===== config.mk =====
export PLATFORM = sky130hd
export DESIGN_NAME = pgood_cascade
export DESIGN_NICKNAME = d
export VERILOG_FILES = /design/src/rtl/pgc_pkg.sv /design/src/rtl/pgc_timer.sv /design/src/rtl/pgc_ctrl.sv /design/src/rtl/pgood_cascade.sv
export SDC_FILE = /design/constraint.sdc
export NUM_CORES = 1
export LEC_CHECK = 0
export CAP_MARGIN = 25
export CORE_ASPECT_RATIO = 1.1
export CORE_MARGIN = 1.5
export CORE_UTILIZATION = 45
export CTS_CLUSTER_DIAMETER = 120
export DETAILED_ROUTE_END_ITERATION = 16
export PLACE_DENSITY = 0.72
export SYNTH_ARGS = -nofsm -noshare
export SYNTH_HDL_FRONTEND = slang
export SYNTH_SLANG_ARGS = --single-unit
export TNS_END_PERCENT = 30

===== constraint.sdc =====
create_clock -name clk -period 4.2 [get_ports clk]
set_input_delay 0.84 -clock clk [delete_from_list [all_inputs] [get_ports clk]]
set_output_delay 0.84 -clock clk [all_outputs]
set_load 0.02 [all_outputs]

===== src/rtl/pgc_pkg.sv =====
package pgc_pkg;

  typedef enum logic [2:0] {
    ST_IDLE,
    ST_CORE_WAIT,
    ST_VR_WAIT,
    ST_CHIP_WAIT,
    ST_SYS_WAIT,
    ST_ON,
    ST_ABORT
  } seqState_t;

  typedef struct packed {
    logic clr;
  } timerCtl_t;

endpackage


===== src/rtl/pgc_timer.sv =====
module pgc_timer #(
  parameter int CW = 6
) (
  input  logic                 clk,
  input  logic                 rst,
  input  logic                 msTick,
  input  pgc_pkg::timerCtl_t   ctl,
  output logic [CW-1:0]        cnt
);

  logic tickQ;
  logic tickRise;

  assign tickRise = msTick & ~tickQ;

  always_ff @(posedge clk) begin
    if (rst) begin
      tickQ <= 1'b0;
      cnt   <= '0;
    end else begin
      tickQ <= msTick;
      if (ctl.clr)
        cnt <= '0;
      else if (tickRise && (cnt != {CW{1'b1}}))
        cnt <= cnt + 1'b1;
    end
  end

  // a stage entry restarts its delay from zero
  p_clear_r3: assert property (@(posedge clk) disable iff (rst)
    ctl.clr |=> (cnt == '0));

  // the count moves by at most one per clock and only on a new tick edge
  p_edge_only_r4: assert property (@(posedge clk) disable iff (rst)
    (!ctl.clr && !(msTick && !tickQ)) |=> $stable(cnt));

endmodule


===== src/rtl/pgc_ctrl.sv =====
module pgc_ctrl #(
  parameter int CW         = 6,
  parameter int CORE_DLY   = 2,
  parameter int VR_TIMEOUT = 50,
  parameter int CHIP_DLY   = 2,
  parameter int SYS_DLY    = 45
) (
  input  logic                clk,
  input  logic                rst,
  input  logic                sysPgood,
  input  logic                vrReady,
  input  logic [CW-1:0]       cnt,
  output pgc_pkg::timerCtl_t  ctl,
  output logic                coreGood,
  output logic                chipOk,
  output logic                sysOk,
  output logic                faultPulse
);
  import pgc_pkg::*;

  localparam logic [CW-1:0] kCore = CW'(CORE_DLY);
  localparam logic [CW-1:0] kVr   = CW'(VR_TIMEOUT);
  localparam logic [CW-1:0] kChip = CW'(CHIP_DLY);
  localparam logic [CW-1:0] kSys  = CW'(SYS_DLY);

  seqState_t st, nxt;
  logic      faultNxt;

  always_comb begin
    nxt      = st;
    faultNxt = 1'b0;
    case (st)
      ST_IDLE:      if (sysPgood) nxt = ST_CORE_WAIT;
      ST_CORE_WAIT: if (!sysPgood) nxt = ST_IDLE;
                    else if (cnt == kCore) nxt = ST_VR_WAIT;
      ST_VR_WAIT:   if (!sysPgood) nxt = ST_IDLE;
                    else if (vrReady) nxt = ST_CHIP_WAIT;
                    else if (cnt == kVr) begin
                      nxt      = ST_ABORT;
                      faultNxt = 1'b1;
                    end
      ST_CHIP_WAIT: if (!sysPgood) nxt = ST_IDLE;
                    else if (cnt == kChip) nxt = ST_SYS_WAIT;
      ST_SYS_WAIT:  if (!sysPgood) begin
                      nxt      = ST_IDLE;
                      faultNxt = 1'b1;
                    end else if (cnt == kSys) nxt = ST_ON;
      ST_ON:        if (!sysPgood) nxt = ST_IDLE;
      ST_ABORT:     if (!sysPgood) nxt = ST_IDLE;
      default:      nxt = ST_IDLE;
    endcase
    ctl.clr = (nxt != st);
  end

  always_ff @(posedge clk) begin
    if (rst) begin
      st         <= ST_IDLE;
      coreGood   <= 1'b0;
      chipOk     <= 1'b0;
      sysOk      <= 1'b0;
      faultPulse <= 1'b0;
    end else begin
      st         <= nxt;
      coreGood   <= (nxt == ST_VR_WAIT) || (nxt == ST_CHIP_WAIT) ||
                    (nxt == ST_SYS_WAIT) || (nxt == ST_ON);
      chipOk     <= (nxt == ST_SYS_WAIT) || (nxt == ST_ON);
      sysOk      <= (nxt == ST_ON);
      faultPulse <= faultNxt;
    end
  end

  // reset clears every output
  p_reset_r1: assert property (@(posedge clk)
    rst |=> (!coreGood && !chipOk && !sysOk && !faultPulse));

  // power-good loss collapses the cascade on the next clock
  p_collapse_r2: assert property (@(posedge clk) disable iff (rst)
    !sysPgood |=> (!coreGood && !chipOk && !sysOk));

  // the fault indication never lasts more than one clock
  p_fault_single_r6: assert property (@(posedge clk) disable iff (rst)
    faultPulse |=> !faultPulse);

  // once aborted, nothing rises while power-good stays high
  p_no_restart_r9: assert property (@(posedge clk) disable iff (rst)
    (st == ST_ABORT && sysPgood) |=> !coreGood);

  // cascade order is preserved
  p_order_r10: assert property (@(posedge clk) disable iff (rst)
    (!chipOk || coreGood) && (!sysOk || chipOk));

endmodule


===== src/rtl/pgood_cascade.sv =====
module pgood_cascade #(
  parameter int CORE_DLY   = 2,
  parameter int VR_TIMEOUT = 50,
  parameter int CHIP_DLY   = 2,
  parameter int SYS_DLY    = 45
) (
  input  logic clk,
  input  logic rst,
  input  logic msTick,
  input  logic sysPgood,
  input  logic vrReady,
  output logic coreGood,
  output logic chipOk,
  output logic sysOk,
  output logic faultPulse
);

  localparam int MAX_A = (CORE_DLY > CHIP_DLY) ? CORE_DLY : CHIP_DLY;
  localparam int MAX_B = (VR_TIMEOUT > SYS_DLY) ? VR_TIMEOUT : SYS_DLY;
  localparam int MAX_D = (MAX_A > MAX_B) ? MAX_A : MAX_B;
  localparam int CW    = $clog2(MAX_D + 2);

  pgc_pkg::timerCtl_t tmrCtl;
  logic [CW-1:0]      tmrCnt;

  pgc_timer #(.CW(CW)) u_timer (
    .clk    (clk),
    .rst    (rst),
    .msTick (msTick),
    .ctl    (tmrCtl),
    .cnt    (tmrCnt)
  );

  pgc_ctrl #(
    .CW         (CW),
    .CORE_DLY   (CORE_DLY),
    .VR_TIMEOUT (VR_TIMEOUT),
    .CHIP_DLY   (CHIP_DLY),
    .SYS_DLY    (SYS_DLY)
  ) u_ctrl (
    .clk        (clk),
    .rst        (rst),
    .sysPgood   (sysPgood),
    .vrReady    (vrReady),
    .cnt        (tmrCnt),
    .ctl        (tmrCtl),
    .coreGood   (coreGood),
    .chipOk     (chipOk),
    .sysOk      (sysOk),
    .faultPulse (faultPulse)
  );

endmodule


==> impl_metrics.yaml, run 1 <==
timing:
  max_freq_mhz: 477
  setup_viol_count_final: 0
  hold_violations: 0
  finalClockSkew_ns: 0.00163
  finalSetupTns_ns: 0
  rsz0062_at_grt: "no"
  worst_slew_pin_slew_ns: 0.450
  report.final.slew_viol_count: 0
  layout_min_cycle_time_ns: 2.10
  max-slew-margin-rel: 0.700
  finalCritPeriodShare: 0.500
grt:
  first_global_vias: 576
  pin_count_of_the_biggest_net_entering_global_routing: 14
  grt_first_pass_wirelength_um: 2290
  antenna_found_initial: 0
  overflow: 0
  grtUsageTotal: 0.154
setup_path:
  worst-setup-path-type: "primary input to flip-flop"
  critical_path.endpoint_type: "flip-flop"
  critPathRequiredTime_ns: 4.38
  critPathArrivalTime_ns: 2.28
  critical_path.max_fanout: 6
  setup.worst_path.start_class: "primary input"
logic_synthesis:
  synth.lib_cells_used.distinct: 35
  yosys_most_used_dff: "dfxtp_1"
  postSynthNetCount: 96
  synthesis.area_per_instance_um2: 8.69
  synth_top_area_cell: "dfxtp_1"
  synth_seq_cells: 14
  synthDominantCellAreaShare: 0.367
  yosys-top-cells-area: "dfxtp_1 (37%), nor2_1 (8.3%), ha_1 (4.9%)"
  async_reset_ff_frac: 0
  synthesis.area_um2: 764
  yosys_warnings: 0
  synth_cells: 88
  synth_enable_flop_cells: 0
  ys_seq_area_frac: 0.367
worst_hold_path:
  min_path_type: "flip-flop to flip-flop"
placement:
  dp.final_hpwl_um: 1020
  buffer_ports.inserted: 8
  place_congestion: 0.800
cells_and_area:
  n_fill_cell: 147
  post_route_cells_drive_above_1_share: 0.115
  num-nets-final: 106
  area_growth_syn_to_layout_pct: 14.4
  antenna_cells: 0
detailed_routing:
  ratio_of_routed_vias_to_standard_cells: 5.57
  detail_route.drc_violations: 0
  drt.antenna.violating_nets: 0
  firstDrtPassIters: 4
  dr_total_vias: 629
  postRouteWirelength_um: 1340
  avgRoutedWirePerCell_um: 11.9
  drt_iter0_markers: 12
floorplanning:
  core_mm2: 0.00158
  die_area_mm2: 0.00196
  design.portCount: 9
  floorplan.rows: 15
  initial_utilization: 0.485
  chipWidth_um: 42.3
  dieHeight_um: 46.2
clock_tree:
  postCtsResizedCells: 0
  cts_inserted_buffers: 3
  cts_tree: "built"
  cts.hold.buffers_added: 0
  clock_path_buffers: 2
  root_buffer: "clkbuf_4"
  tritoncts_num_sinks: 14
  post-cts-setup-buffer-count: 0
  clock_insertion_delay_worst_skew_ns: 0.26
  worst_setup_hold_path_clk_slew_ns: 0.08
  h_tree_levels: 1
power_and_ir_drop:
  pwr_density_cell_mw_per_mm2: 266
  totalPowerFinal_mw: 0.233
  power_leakage_nw: 0.316
  worst_ir_drop_vdd_mv: 0.161
run:
  max-cap-violations: 0
run_status:
  run_status: "finished, final reports clean"
worst max-delay path, cell delays in order:
cell and delay (ns):
clkdlybuf4s50_1 0.49, nand4b_1 0.19, nor2_1 0.09, a31oi_1 0.17, nand4_1 0.27, a211oi_1 0.23
per-stage QoR:
step           hold slack (ns)  cells   util  setup WS (ns)  cell area (um2)
6_report                 0.579    113  0.555           2.10              875
5_1_grt                  0.607    113  0.555           2.02              875
4_1_cts                  0.589    113  0.555           2.11              875
3_5_place_dp             0.577    110  0.540           1.84              852
3_3_place_gp             0.557    110  0.540           1.87              852
2_1_floorplan            0.533     88      -           2.47              764
routing by layer:
layer,vias up,wire [um],global-route usage
met5,-,0,0
met2,9,632,0.268
met3,2,40,0.0314
met1,295,658,0.175
met4,0,13,0.100
li1,323,-,-
layout by cell type (no fill, tap or decap), types with 2 or more instances in the layout:
master / n
xor2_1: 4
a31oi_1: 2
inv_1: 5
nand4b_1: 2
a21oi_1: 3
nand2_1: 4
nor2_2: 2
clkbuf_4: 3
nand3_1: 3
dfxtp_1: 14
nand4_1: 3
ha_1: 3
clkdlybuf4s50_1: 8
nor2_1: 17
nor3b_1: 2
nand2b_1: 2
layout make-up:
type                    instances  area, um2  area share
multi-input cells              66        452       0.516
well taps                      17       21.3      0.0243
clock buffers                   3       22.5      0.0258
inverters                       5       18.8      0.0215
flip-flops and latches         14        280       0.320
repair buffers                  8       80.1      0.0916
kinds of logic after synthesis:
kind of cell / share of synthesized area
buffers and inverters: 0.0426
AND/OR/NAND/NOR: 0.309
flip-flops: 0.367
XOR/XNOR: 0.0573
AO/OA/AOI/OAI: 0.175
adder cells (fa/ha/maj): 0.0491
synthesized netlist by cell type (2+ instances only):
cell	n
nand2b_1	2
nor2_1	17
xor2_1	4
a21oi_1	3
buf_2	2
nand2_1	4
a31oi_1	2
nand4b_1	2
nand3_1	3
inv_1	5
nor2_2	2
dfxtp_1	14
nor3b_1	2
ha_1	3
nand4_1	3
sequential cells by signal, indices dropped and copies added (netlist names):
| signal | cells |
|---|---|
| u_timer.cnt | 6 |
| u_ctrl.sysOk | 1 |
| u_timer.tickQ | 1 |
| u_ctrl.st | 3 |
| u_ctrl.coreGood | 1 |
| u_ctrl.faultPulse | 1 |
| u_ctrl.chipOk | 1 |
worst paths after layout:
path                            slack (ns)             end      startpoint  cells past startpoint
worst min-delay path                  0.58  u_timer.cnt[1]  u_timer.cnt[1]                      2
worst min register to register        0.58  u_timer.cnt[1]  u_timer.cnt[1]                      2
worst max register to register        2.39  u_timer.cnt[1]  u_timer.cnt[0]                      7
worst max-delay path                  2.10  u_timer.cnt[1]         vrReady                      6
power by group:
part           leakage [nW]  switching [mW]  internal (mW)
Sequential            0.114         0.00469          0.135
Clock                0.0138          0.0374         0.0330
Combinational         0.188          0.0115         0.0113
Total                 0.316          0.0536          0.179
(Power assumes the default switching activity.)
==> inputs of run 2 (changes only) <==
==> constraint.sdc (replaced) <==
create_clock -name clk -period 1.97 [get_ports clk]
set_input_delay 0.394 -clock clk [delete_from_list [all_inputs] [get_ports clk]]
set_output_delay 0.394 -clock clk [all_outputs]
set_load 0.02 [all_outputs]
==> run 2 against run 1 <==
Clock skew fell by 0.00055 ns. Register-to-register slack got worse by 2.2 ns. Largest power group unchanged. Sequential share of layout area fell by 1.2 points.
==> impl_metrics.yaml, run 2 (synthesized netlist as in run 1, its figures left out) <==
setup_path:
  crit_chain: "ha_1, or3b_4, nor3_4, and3b_1, o21bai_2, a21oi_1"
  setup.worst_path.start_class: "flip-flop"
  crit_path_max_incr_delay_ns: 0.43
  worst-r2r-setup-slack_ns: 0.22
  r2r_cells: 6
  reg2reg_from: "u_timer.cnt[1]"
  critical_path.max_fanout: 6
  critical_path.endpoint_type: "flip-flop"
  critPathRequiredTime_ns: 2.13
  critPathArrivalTime_ns: 1.90
  worst-setup-path-type: "flip-flop to flip-flop"
  crit_slowest_cell: "dfxtp_1"
  regToRegEndpoint: "u_ctrl.coreGood"
clock_tree:
  cts_tree: "built"
  tritoncts_num_sinks: 14
  clock_insertion_delay_worst_skew_ns: 0.28
  root_buffer: "clkbuf_4"
  cts.hold.buffers_added: 0
  worst_setup_hold_path_clk_slew_ns: 0.08
  cts_inserted_buffers: 3
  h_tree_levels: 1
  clock_path_buffers: 2
placement:
  buffer_ports.inserted: 8
  dp.final_hpwl_um: 987
  place_congestion: 0.785
  post_place_setup_slack_ns: 0.148
  post_place_instance_area_um2: 867
timing:
  rsz0062_at_grt: "no"
  layout_min_cycle_time_ns: 1.75
  worst_slew_pin_slew_ns: 0.443
  finalClockSkew_ns: 0.00108
  hold_violations: 0
  setup_viol_count_final: 0
  report.final.slew_viol_count: 0
  finalCritPeriodShare: 0.887
  setup_ws_ns: 0.223
  max-slew-margin-rel: 0.704
  finalSetupTns_ns: 0
  max_freq_mhz: 572
detailed_routing:
  dr_total_vias: 616
  avgRoutedWirePerCell_um: 11.7
  firstDrtPassIters: 4
  postRouteWirelength_um: 1360
  ratio_of_routed_vias_to_standard_cells: 5.31
  drt_iter0_markers: 9
  detail_route.drc_violations: 0
  drt.antenna.violating_nets: 0
cells_and_area:
  seq_area_um2: 280
  finished_cell_area_um2: 908
  post_route_cells_drive_above_1_share: 0.152
  largestRegisters: "u_timer.cnt x6, u_ctrl.st x3"
  area_growth_syn_to_layout_pct: 18.8
  largest_register: "u_timer.cnt"
  final_cell_mix: "nor2_1 (17), dfxtp_1 (14), clkdlybuf4s50_1 (8)"
  num-nets-final: 108
  largest_register_ff_count: 6
  n_fill_cell: 135
  antenna_cells: 0
  layout.core_utilization: 0.576
  multi_input_area_um2: 457
  final_common_cell: "nor2_1"
power_and_ir_drop:
  power_leakage_nw: 0.337
  worst_ir_drop_vdd_mv: 0.350
  pwr_density_cell_mw_per_mm2: 612
run:
  max-cap-violations: 0
grt:
  overflow: 0
  first_global_vias: 557
  pin_count_of_the_biggest_net_entering_global_routing: 14
  grtUsageTotal: 0.167
  grt_first_pass_wirelength_um: 2430
  antenna_found_initial: 0
worst_hold_path:
  whs_endpoint: "u_timer.cnt[1]"
  worst_hold_path.num_cells: 2
  min_path_type: "flip-flop to flip-flop"
  worst_hold_startpoint: "u_timer.cnt[1]"
floorplanning:
  initial_utilization: 0.485
  chipWidth_um: 42.3
  floorplan.rows: 15
  dieHeight_um: 46.2
  core_mm2: 0.00158
  die_area_mm2: 0.00196
  design.portCount: 9
run_status:
  run_status: "finished, final reports clean"
[run 2: cell count changes in the layout (fill, tap and decap cells not counted)]
| cell | delta |
|---|---|
| buf_4 | +2 |
| nor3b_2 | +1 |
| nor3b_1 | -1 |
| clkbuf_8 | +1 |
[run 2: per-layer routing]
metal | routed length (um) | part of all wire | up-vias | GRT usage
met5 | 0 | 0 | - | 0
met4 | 38 | 0.028 | 0 | 0.113
met3 | 44 | 0.032 | 4 | 0.0235
met2 | 555 | 0.41 | 9 | 0.243
met1 | 723 | 0.53 | 275 | 0.229
li1 | - | - | 328 | -
[run 2: per-stage QoR]
step	total power, mW	instances	hold slack [ns]
6_report	0.556	116	0.585
5_1_grt	0.578	116	0.622
4_1_cts	0.561	116	0.585
3_5_place_dp	0.357	112	0.573
3_3_place_gp	0.357	112	0.577
2_1_floorplan	0.336	88	0.466
[run 2: power by group]
part / total, mW / internal [mW] / leakage, nW / switching [mW]
registers: 0.298 / 0.288 / 0.114 / 0.00983
clock network: 0.205 / 0.112 / 0.0210 / 0.0925
logic: 0.0533 / 0.0280 / 0.202 / 0.0253
total: 0.556 / 0.428 / 0.337 / 0.128
[run 2: layout make-up]
type | count | share of cell area
Clock buffer | 4 | 0.0399
Inverter | 5 | 0.0207
Multi-Input combinational cell | 66 | 0.503
Sequential cell | 14 | 0.309
Tap cell | 17 | 0.0234
Timing Repair Buffer | 10 | 0.105
[run 2: worst max-delay path: cells and delay by family (launching register included)]
kind	cells	cell delay (ns)
AND/OR/NAND/NOR	3	0.81
flip-flops	1	0.43
AO/OA/AOI/OAI	2	0.19
adder cells (fa/ha/maj)	1	0.19
[run 2: repair_timing]
action / in CTS / in global routing
resized for setup: 0 / 1
endpoints found under the setup margin: 0 / 3
setup buffers: 0 / 0
[run 2: how the worst max path moves through the flow]
stage | start | endpoint | cells after the start
after floorplan | u_timer.cnt[0] | u_timer.cnt[5] | 6
after global placement | msTick | u_timer.cnt[5] | 6
after detailed placement | vrReady | u_timer.cnt[4] | 7
after CTS | u_timer.cnt[1] | u_ctrl.coreGood | 6
after global routing | u_timer.cnt[0] | u_ctrl.coreGood | 7
final | u_timer.cnt[1] | u_ctrl.coreGood | 6
